## src/rtl/spi_stat_pkg.sv

```systemverilog
package spi_stat_pkg;
    parameter int unsigned STICKY_N = 4;
    parameter int unsigned EN_N     = 4;

    // sticky flag index order inside the bank
    localparam int unsigned IX_WKUP = 0;
    localparam int unsigned IX_CRC  = 1;
    localparam int unsigned IX_MODF = 2;
    localparam int unsigned IX_OVR  = 3;

    // enable register index order (register bits 7..4)
    localparam int unsigned EN_WK = 0;
    localparam int unsigned EN_ER = 1;
    localparam int unsigned EN_RX = 2;
    localparam int unsigned EN_TX = 3;

    typedef struct packed {
        logic [EN_N-1:0] ien;
        logic            txe;
        logic            rxne;
    } ctl_t;
endpackage

```

## src/rtl/spi_flag_bank.sv

```systemverilog
module spi_flag_bank #(
    parameter int unsigned N = 4
) (
    input  logic         clk_i,
    input  logic         rst_ni,
    input  logic [N-1:0] set_i,
    input  logic [N-1:0] clr_i,
    output logic [N-1:0] flag_o
);
    logic [N-1:0] flag_d, flag_q;

    always_comb begin
        flag_d = (flag_q & ~clr_i) | set_i;
    end

    always_ff @(posedge clk_i or negedge rst_ni) begin
        if (!rst_ni) flag_q <= '0;
        else         flag_q <= flag_d;
    end

    assign flag_o = flag_q;

    for (genvar i = 0; i < N; i++) begin : g_chk
        // set beats a coincident clearing write
        assert_set_wins_R4: assert property (@(posedge clk_i) disable iff (!rst_ni)
            set_i[i] |=> flag_q[i]);
        // a set flag persists until an explicit clear
        assert_sticky_hold_R2: assert property (@(posedge clk_i) disable iff (!rst_ni)
            (flag_q[i] && !clr_i[i]) |=> flag_q[i]);
        // a flag only rises after a set pulse
        assert_rise_needs_set_R2: assert property (@(posedge clk_i) disable iff (!rst_ni)
            $rose(flag_q[i]) |-> $past(set_i[i]));
    end
endmodule

```

## src/rtl/spi_irq_merge.sv

```systemverilog
module spi_irq_merge
    import spi_stat_pkg::*;
(
    input  logic [EN_N-1:0]     ien_i,
    input  logic [STICKY_N-1:0] sticky_i,
    input  logic                txe_i,
    input  logic                rxne_i,
    output logic                irq_o,
    output logic                wake_o
);
    logic err_any, wk_req;

    always_comb begin
        err_any = sticky_i[IX_OVR] | sticky_i[IX_MODF] | sticky_i[IX_CRC];
        wk_req  = sticky_i[IX_WKUP] & ien_i[EN_WK];
        irq_o   = (txe_i & ien_i[EN_TX]) | (rxne_i & ien_i[EN_RX])
                | wk_req | (err_any & ien_i[EN_ER]);
        wake_o  = wk_req;
    end

    // a halt wake request is always also a normal interrupt request
    always_comb begin
        assert_wake_in_irq_R10: assert (!wake_o || irq_o);
    end
endmodule

```

## src/rtl/spi_stat_irq.sv

```systemverilog
module spi_stat_irq
    import spi_stat_pkg::*;
#(
    parameter int unsigned ADDR_W    = 2,
    parameter int unsigned DATA_W    = 8,
    parameter logic [1:0]  ADDR_STAT = 2'd0,
    parameter logic [1:0]  ADDR_IEN  = 2'd1
) (
    input  logic              clk_i,
    input  logic              rst_ni,
    input  logic [ADDR_W-1:0] addr_i,
    input  logic              wr_i,
    input  logic [DATA_W-1:0] wdata_i,
    output logic [DATA_W-1:0] rdata_o,
    input  logic              busy_i,
    input  logic              txe_set_i,
    input  logic              tx_load_i,
    input  logic              rx_done_i,
    input  logic              rx_read_i,
    input  logic              ovr_i,
    input  logic              modf_i,
    input  logic              crc_err_i,
    input  logic              sck_edge_i,
    input  logic              halt_i,
    input  logic              slave_i,
    output logic              irq_o,
    output logic              wake_o
);
    localparam int unsigned STICKY_LSB = 3;
    localparam int unsigned STICKY_MSB = STICKY_LSB + STICKY_N - 1;
    localparam int unsigned EN_LSB     = DATA_W - EN_N;

    ctl_t ctl_d, ctl_q;
    logic                wr_stat, wr_ien, wk_evt;
    logic [STICKY_N-1:0] sticky_set, sticky_clr, sticky_q;

    always_comb begin
        wr_stat    = wr_i && (addr_i == ADDR_STAT);
        wr_ien     = wr_i && (addr_i == ADDR_IEN);
        wk_evt     = sck_edge_i & halt_i & slave_i;
        sticky_set = '0;
        sticky_set[IX_OVR]  = ovr_i;
        sticky_set[IX_MODF] = modf_i;
        sticky_set[IX_CRC]  = crc_err_i;
        sticky_set[IX_WKUP] = wk_evt;
        sticky_clr = {STICKY_N{wr_stat}} & ~wdata_i[STICKY_MSB:STICKY_LSB];

        ctl_d = ctl_q;
        if (wr_ien)    ctl_d.ien  = wdata_i[DATA_W-1:EN_LSB];
        if (tx_load_i) ctl_d.txe  = 1'b0;
        if (txe_set_i) ctl_d.txe  = 1'b1;
        if (rx_read_i) ctl_d.rxne = 1'b0;
        if (rx_done_i) ctl_d.rxne = 1'b1;
    end

    always_ff @(posedge clk_i or negedge rst_ni) begin
        if (!rst_ni) ctl_q <= '{ien: '0, txe: 1'b1, rxne: 1'b0};
        else         ctl_q <= ctl_d;
    end

    spi_flag_bank #(.N(STICKY_N)) u_flags (
        .clk_i  (clk_i),
        .rst_ni (rst_ni),
        .set_i  (sticky_set),
        .clr_i  (sticky_clr),
        .flag_o (sticky_q)
    );

    spi_irq_merge u_merge (
        .ien_i    (ctl_q.ien),
        .sticky_i (sticky_q),
        .txe_i    (ctl_q.txe),
        .rxne_i   (ctl_q.rxne),
        .irq_o    (irq_o),
        .wake_o   (wake_o)
    );

    always_comb begin
        rdata_o = '0;
        if (addr_i == ADDR_STAT)
            rdata_o = {busy_i, sticky_q, 1'b0, ctl_q.txe, ctl_q.rxne};
        else if (addr_i == ADDR_IEN)
            rdata_o[DATA_W-1:EN_LSB] = ctl_q.ien;
    end

    assert_wkup_qualified_R5: assert property (@(posedge clk_i) disable iff (!rst_ni)
        $rose(sticky_q[IX_WKUP]) |-> $past(sck_edge_i && halt_i && slave_i));
    assert_txe_quiet_R6: assert property (@(posedge clk_i) disable iff (!rst_ni)
        (!txe_set_i && !tx_load_i) |=> $stable(ctl_q.txe));
    assert_rxne_quiet_R6: assert property (@(posedge clk_i) disable iff (!rst_ni)
        (!rx_done_i && !rx_read_i) |=> $stable(ctl_q.rxne));
    assert_txe_set_wins_R7: assert property (@(posedge clk_i) disable iff (!rst_ni)
        txe_set_i |=> ctl_q.txe);
    assert_rxne_set_wins_R7: assert property (@(posedge clk_i) disable iff (!rst_ni)
        rx_done_i |=> ctl_q.rxne);
    assert_ien_low_zero_R8: assert property (@(posedge clk_i) disable iff (!rst_ni)
        (addr_i == ADDR_IEN) |-> (rdata_o[EN_LSB-1:0] == '0));
    assert_ien_hold_R8: assert property (@(posedge clk_i) disable iff (!rst_ni)
        !wr_ien |=> $stable(ctl_q.ien));
    assert_reserved_zero_R6: assert property (@(posedge clk_i) disable iff (!rst_ni)
        (addr_i == ADDR_STAT) |-> !rdata_o[2]);
endmodule

```

## config.mk

```make
export PLATFORM = sky130hd
export DESIGN_NAME = spi_stat_irq
export DESIGN_NICKNAME = d
export VERILOG_FILES = /design/src/rtl/spi_stat_pkg.sv /design/src/rtl/spi_flag_bank.sv /design/src/rtl/spi_irq_merge.sv /design/src/rtl/spi_stat_irq.sv
export SDC_FILE = /design/constraint.sdc
export NUM_CORES = 1
export LEC_CHECK = 0
export CORE_AREA = 2 2 39 41
export CTS_CLUSTER_DIAMETER = 50
export DETAILED_ROUTE_END_ITERATION = 10
export DIE_AREA = 0 0 41 43
export DONT_BUFFER_PORTS = 1
export REMOVE_ABC_BUFFERS = 1
export SYNTH_ARGS = -nofsm -noshare
export SYNTH_HDL_FRONTEND = slang
export SYNTH_SLANG_ARGS = --single-unit
export TNS_END_PERCENT = 5
```

## constraint.sdc

```tcl
create_clock -name clk_i -period 1.4 [get_ports clk_i]
set_clock_uncertainty 0.2 [all_clocks]
set_input_delay 0.35 -clock clk_i [delete_from_list [all_inputs] [get_ports clk_i]]
set_output_delay 0.35 -clock clk_i [all_outputs]
set_load 0.01 [all_outputs]
```

Yosys cells after proc, flatten, opt, wreduce, memory -nomap -nowiden. Cells that the tools add are included.

Register bits after elaboration: 10. Bits of input ports: 24. Output and inout port bits: 10.

Eq/ne operators: 1. Multiplexer cells: 7. Bitwise gates (word level): 16. Reductions and logical operators: 5.

Operator list (count): $mux 4 (3); $and 4x4->4 (2); $not 4->4 (2); $and 1x1->1 (6); $or 1x1->1 (5); $mux 1 (4); $or 4x4->4 (1); $reduce_bool 2->1 (2); $eq 2x1->1 const B (1); $logic_and 1x1->1 (2); $logic_not 2->1 (1).

Depth between registers and ports, before layout. Gate-level depths: netlist (run 1).

Word-level depth: 6. Mapped depth: 3. Depth with buffers taken out: 2.

Cells and area by module. A second synthesis (run 1) with hierarchy kept.

Cells, all modules: 52. Area, all modules: 545.5 µm².

By module, submodules not included: spi_stat_irq (instances 1, cells an instance 36, area each 371.6 µm²); spi_flag_bank (instances 1, cells an instance 12, area each 145.1 µm²); spi_irq_merge (instances 1, cells an instance 4, area each 28.8 µm²).

Least setup slack after synthesis (run 1). OpenSTA, ideal clock, no wires.

Path type: input-to-reg. Start point: in addr_i[1]. End point: reg u_flags.flag_q[0] (netlist: u_flags.flag_o[0]). Arrival: 1.143 ns. Required time: 1.078 ns. Slack: -0.065 ns. Stages on the path: 3. Buffers on the path: 1. Path through: buf_6 or4b_1 a32o_1.

Longest elaborated chain between the ends: 6.

Ends and longest elaborated chain: start, declared (line spi_stat_irq.sv:11) `input logic [ADDR_W-1:0] addr_i,`; $logic_not 2->1 (line spi_stat_irq.sv:38) `wr_stat = wr_i && (addr_i == ADDR_STAT);`; $logic_and 1x1->1 (line spi_stat_irq.sv:38); $and 4x4->4 (line spi_stat_irq.sv:46) `sticky_clr = {STICKY_N{wr_stat}} & ~wdata_i[STICKY_MSB:STICKY_LSB];`; $not 4->4 (line spi_flag_bank.sv:13) `flag_d = (flag_q & ~clr_i) | set_i;`; $and 4x4->4 (line spi_flag_bank.sv:13); $or 4x4->4 (line spi_flag_bank.sv:13); net u_flags.flag_d[0] (line spi_flag_bank.sv:10) `logic [N-1:0] flag_d, flag_q;`; end signal, assigned (line spi_flag_bank.sv:18) `else flag_q <= flag_d;`; end, declared (line spi_flag_bank.sv:10).

The timed path passes the listed nets, and every way through them passes these cells. A chain may end at the register's enable or synchronous reset.

Worst setup path in the final report (run 1).
Start point: reg u_flags.flag_q[0] (netlist: u_flags.flag_o[0]). End point: out irq_o.

Longest elaborated chain between the ends: 3.

Ends and longest elaborated chain: $and 1x1->1 (line spi_irq_merge.sv:15) `wk_req = sticky_i[IX_WKUP] & ien_i[EN_WK];`; $or 1x1->1 (2 in series) (line spi_irq_merge.sv:17) `| wk_req | (err_any & ien_i[EN_ER]);`; end, declared (line spi_stat_irq.sv:26) `output logic irq_o,`.

No other way between the ends.

==> impl_metrics.tcl, run 1 <==
set metrics [dict create \
    outcome "finished, violations left" \
    violations "setup timing" \
    fp-row-count 14 \
    io_buffers 0 \
    drt-total-wl_um 1070 \
    ff2ff_setup_slack_ns 0.27 \
    clock_latency_ns 0.25 \
    grt_antenna_before_repair 0 \
    seqCellArea_um2 251 \
    path_delay_family "flip-flops" \
    coreArea_um2 1380 \
    crit_fanout 2 \
    fin_area_um2 678 \
    num_antenna_cells 0 \
    worst_ep_required_time_ns 0.85 \
    hold_class "in -> reg" \
    cp_slowest_stage_delay_ns 0.38 \
    cp_data_arrival_time_ns 1.12 \
    cp_num_buf_inv 0 \
    grt_max_degree 11 \
    numCtsBuffers 3 \
    io_pins 34 \
    drc 0 \
    firstDrtPassIters 4 \
    fmax_mhz 598 \
    slew_violations 0 \
    drv_cap 0 \
    gp_congestion 0.731 \
    routedWlPerCell_um 14.3 \
    peakVddDrop_mv 0.577 \
    die_w_um 41 \
    synth.distinct_cells 17 \
    clk_pin_slew_ns 0.06 \
    drive_gt1_share_pct 32.2 \
    h-tree-depth 1 \
    cts-root-buf "clkbuf_4" \
    overflow 0 \
    start_util_pct 38.9 \
    grt_pass1_vias 391 \
    multi_input_area_um2 262 \
    finalNetCount 84 \
    syn_to_final_growth_pct 26.0 \
    crit_type "reg -> out" \
    dpl_cell_area_um2 558 \
    viasPerCell 5.36 \
    yosys_warnings 0 \
    num-fill-cells 130 \
    cellPowerDensity_nw_per_um2 1120 \
    clock_sinks 10 \
    setup_violations 8 \
    leakagePower_nw 0.296 \
    worst_slack_ns -0.272 \
    die_area_um2 1760 \
    ys_ff_latch 10 \
    pre_cts_slack_ns -0.00233 \
    antenna_left 0 \
    synth-seq-area-share_pct 46.7 \
    cts_tree "yes" \
    syn_area_um2 538 \
    yosys-top-cells-area "dfrtp_1 (42%), mux2_2 (8.4%), mux2i_1 (7.4%), or4b_1 (7.4%), a21o_1 (7.0%)" \
    finalHoldViolations 0 \
    die_h_um 43 \
    drtIter0Drc 5 \
    path_cells "a222oi_1 -> nand2_1" \
    synth_top_cell_by_area "dfrtp_1" \
    cp-end-kind "primary output" \
    slowest_stage "dfrtp_1" \
    avgSynthCellArea_um2 11.4 \
    syn_inst 47 \
    grt_setup_unrepaired "yes" \
    fin_crit_ns 1.67 \
    grt_use_total_pct 14.1 \
    grt_pass1_wl_um 1660 \
    critPathLaunchType "register" \
    vias 402 \
    synth_top_area_share_pct 41.9 \
    clock_path_buffers 2 \
    tns_ns -1.05 \
    finalCritPeriodShare_pct 119 \
]
==> registers in the layout (all words and copies together) (netlist names) <==
signal / count
ctl_q: 6
u_flags.flag_o: 4
==> per-stage QoR <==
step	power (mW)	hold WS, ns	util (%)	std cells
global route	0.805	0.0225	49.0	75
floorplan	0.438	-0.146	-	44
detailed placement	0.474	-0.145	40.3	64
finish	0.757	0.0385	49.0	75
global placement	0.471	-0.145	40.3	64
CTS	0.757	0.0348	48.3	74
==> metal layers <==
layer,part of all wire (%),vias to the layer above,global-route usage [%]
li1,-,194,-
met1,42,187,17.6
met2,50,19,20.9
met3,7.5,2,3.66
met4,0.93,0,8.00
met5,0,-,0
==> placed cells by master (no fill, tap or decap) <==
master         count
nand3b_1           1
clkbuf_4           3
dfrtp_1            9
conb_1             1
a222oi_1           1
a32o_1             1
mux2_2             4
inv_1              2
nor2_2             1
dfstp_2            1
buf_6              1
and2_4             4
o31ai_1            1
mux2i_1            4
a21o_1             5
dlygate4sd3_1      6
nor2_1             4
or4b_1             4
nand2_1            1
buf_4              4
clkbuf_8           1
==> layout make-up <==
class,instances,share of cell area (%)
clock buffer,4,5.35
inverter,2,1.11
multi-input combinational,32,38.6
sequential,10,37.1
tap,16,2.95
timing repair buffer,11,14.9
==> logic make-up after synthesis <==
group           after synthesis  share of synthesized area (%)
compound gates                8                           12.1
mux                           8                           15.8
simple gates                 15                           17.7
buf+inv                       5                           6.98
flops                        10                           46.7
other cells                   1                          0.697
==> power by group <==
part           total, mW  leakage (nW)  switching (mW)  internal (mW)
combinational      0.159         0.168          0.0637         0.0955
clock              0.251        0.0210          0.0931          0.158
sequential         0.347         0.107          0.0232          0.324
==> cells in the mapped netlist, drive strengths merged <==
| library cell | number |
|---|---|
| or4b | 4 |
| nor2 | 5 |
| o31ai | 1 |
| a21o | 5 |
| inv | 2 |
| conb | 1 |
| a32o | 1 |
| and2 | 4 |
| dfstp | 1 |
| buf | 3 |
| mux2 | 4 |
| dfrtp | 9 |
| nand2 | 1 |
| mux2i | 4 |
| nand3b | 1 |
| a222oi | 1 |
==> repair_timing <==
action / CTS / global route
endpoints found under the hold margin: 15 / 0
hold buffers: 6 / 0
endpoints found under the setup margin: 8 / 9
resized for setup: 5 / 1
setup buffers: 0 / 1
pin swaps: 0 / 2
==> final timing paths <==
path / from / end / depth (start not counted)
min reg2reg: u_flags.flag_o[2] / u_flags.flag_o[2] / 1
min in group asynchronous: rst_ni / u_flags.flag_o[2] / 1
min: wdata_i[6] / ctl_q[4] / 1
max reg2reg: u_flags.flag_o[0] / u_flags.flag_o[0] / 3
max in group asynchronous: rst_ni / ctl_q[1] / 1
max: u_flags.flag_o[0] / irq_o / 2
Note: power is estimated with default switching activity, not from simulation.
==> run 2: changes to the inputs <==
- PLACE_DENSITY_LB_ADDON: not set -> 0.08
- TNS_END_PERCENT: 5 -> not set
==> run 2 against run 1 <==
The flow still finishes with violations (setup timing). Non-clock buffer count rose by 2. Core utilization rose by 1.8 points. Largest cell class unchanged. Die area did not move. Register-to-register slack got worse by 0.05 ns. Highest routed layer unchanged. Design area rose by 3.7%. Setup slack got worse by 0.063 ns. Clock power fell by 22%.
==> impl_metrics.tcl, run 2 (synthesized netlist as in run 1, its figures left out) <==
set metrics [dict create \
    finalHoldViolations 0 \
    clock_latency_ns 0.25 \
    num-fill-cells 140 \
    fp-row-count 14 \
    path_cells "a222oi_1 -> nand2_1" \
    setup_violations 8 \
    viasPerCell 5.47 \
    grt_antenna_before_repair 0 \
    cp_slowest_stage_delay_ns 0.40 \
    worst_slack_ns -0.335 \
    layout_commonest_cell "dfrtp_1" \
    multi_input_area_um2 270 \
    hold_class "in -> reg" \
    drtIter0Drc 3 \
    seqCellArea_um2 251 \
    grt_max_degree 11 \
    grt_pass1_vias 443 \
    firstDrtPassIters 4 \
    drive_gt1_share_pct 37.7 \
    io_buffers 0 \
    routedWlPerCell_um 15.5 \
    regMostFlops "ctl_q" \
    numCtsBuffers 3 \
    grt_setup_unrepaired "yes" \
    clk_pin_slew_ns 0.06 \
    drv_cap 0 \
    io_pins 34 \
    dpl_cell_area_um2 558 \
    tns_ns -1.33 \
    fin_crit_ns 1.73 \
    cts_tree "yes" \
    fmax_mhz 576 \
    worst_ep_required_time_ns 0.85 \
    violations "setup timing" \
    cts-root-buf "clkbuf_4" \
    coreArea_um2 1380 \
    grt_use_total_pct 16.2 \
    layout_common_cells "dfrtp_1 (9), dlygate4sd3_1 (6), a21o_1 (5)" \
    die_area_um2 1760 \
    drt-total-wl_um 1190 \
    crit_type "reg -> out" \
    crit_fanout 2 \
    gp_congestion 0.701 \
    syn_to_final_growth_pct 30.7 \
    antenna_left 0 \
    slowest_stage "dfrtp_1" \
    h-tree-depth 1 \
    die_h_um 43 \
    leakagePower_nw 0.304 \
    cp-end-kind "primary output" \
    die_w_um 41 \
    start_util_pct 38.9 \
    vias 421 \
    totalPowerFinal_mw 0.739 \
    slew_violations 0 \
    largest_reg_flops 6 \
    utilization_pct 50.8 \
    cp_data_arrival_time_ns 1.18 \
    num_antenna_cells 0 \
    outcome "finished, violations left" \
    drc 0 \
    critPathLaunchType "register" \
    overflow 0 \
    clock_sinks 10 \
    clock_path_buffers 2 \
    finalCritPeriodShare_pct 124 \
    grt_pass1_wl_um 1860 \
    fin_area_um2 703 \
    finalNetCount 86 \
    cellPowerDensity_nw_per_um2 1050 \
    peakVddDrop_mv 0.620 \
]
[run 2: cell count changes in the layout (fill, tap and decap cells not counted), sizes merged]
cell	previous run	this run
buf	5	7
[run 2: power by group]
group / leakage, nW / total, mW / switching [mW] / internal, mW
combinational: 0.183 / 0.195 / 0.0735 / 0.121
clock: 0.0150 / 0.196 / 0.0861 / 0.110
sequential: 0.107 / 0.349 / 0.0244 / 0.324
total: 0.304 / 0.739 / 0.184 / 0.555
[run 2: layout make-up]
type | count | share of cell area (%)
clock buffers | 4 | 3.74
multi-input cells | 32 | 38.4
flip-flops and latches | 10 | 35.8
inverters | 2 | 1.07
repair buffers | 13 | 18.1
well taps | 16 | 2.85
[run 2: layer usage]
layer  track usage (%)  wire length (um)  vias up
met2              27.2               615       19
met5                 0                 0        -
met4              6.00                 8        0
met3              7.85                99        2
met1              16.3               467      205
li1                  -                 -      195
[run 2: what timing repair did]
| item | CTS | global route |
|---|---|---|
| hold buffers | 6 | 0 |
| endpoints found under the setup margin | 8 | 9 |
| pin swaps | 4 | 3 |
| gates resized for setup | 8 | 7 |
| buffers inserted | 3 | 3 |
| hold endpoints to repair | 15 | 0 |
[run 2: final timing paths]
kind,from,slack [ns],cells after the start,end
max,u_flags.flag_o[0],-0.33,2,irq_o
min reg2reg,ctl_q[0],0.31,1,ctl_q[0]
min,wdata_i[4],0.04,1,ctl_q[2]
min in group asynchronous,rst_ni,0.26,1,ctl_q[3]
max reg2reg,ctl_q[2],0.22,3,ctl_q[2]
max in group asynchronous,rst_ni,0.40,1,ctl_q[1]
[run 2: through the flow]
step / setup WS (ns) / hold WS, ns / std cells
floorplan: 0.0272 / -0.146 / 44
global placement: -0.0480 / -0.145 / 64
detailed placement: -0.0382 / -0.145 / 64
CTS: -0.328 / 0.0304 / 77
global route: -0.411 / 0.0274 / 77
finish: -0.335 / 0.0361 / 77
[run 2: worst max-delay path: cells and delay by family, from the launching register on]
| family | cells | cell delay (ns) |
|---|---|---|
| flip-flops | 1 | 0.40 |
| AO/OA/AOI/OAI | 1 | 0.35 |
| AND/OR/NAND/NOR | 1 | 0.17 |
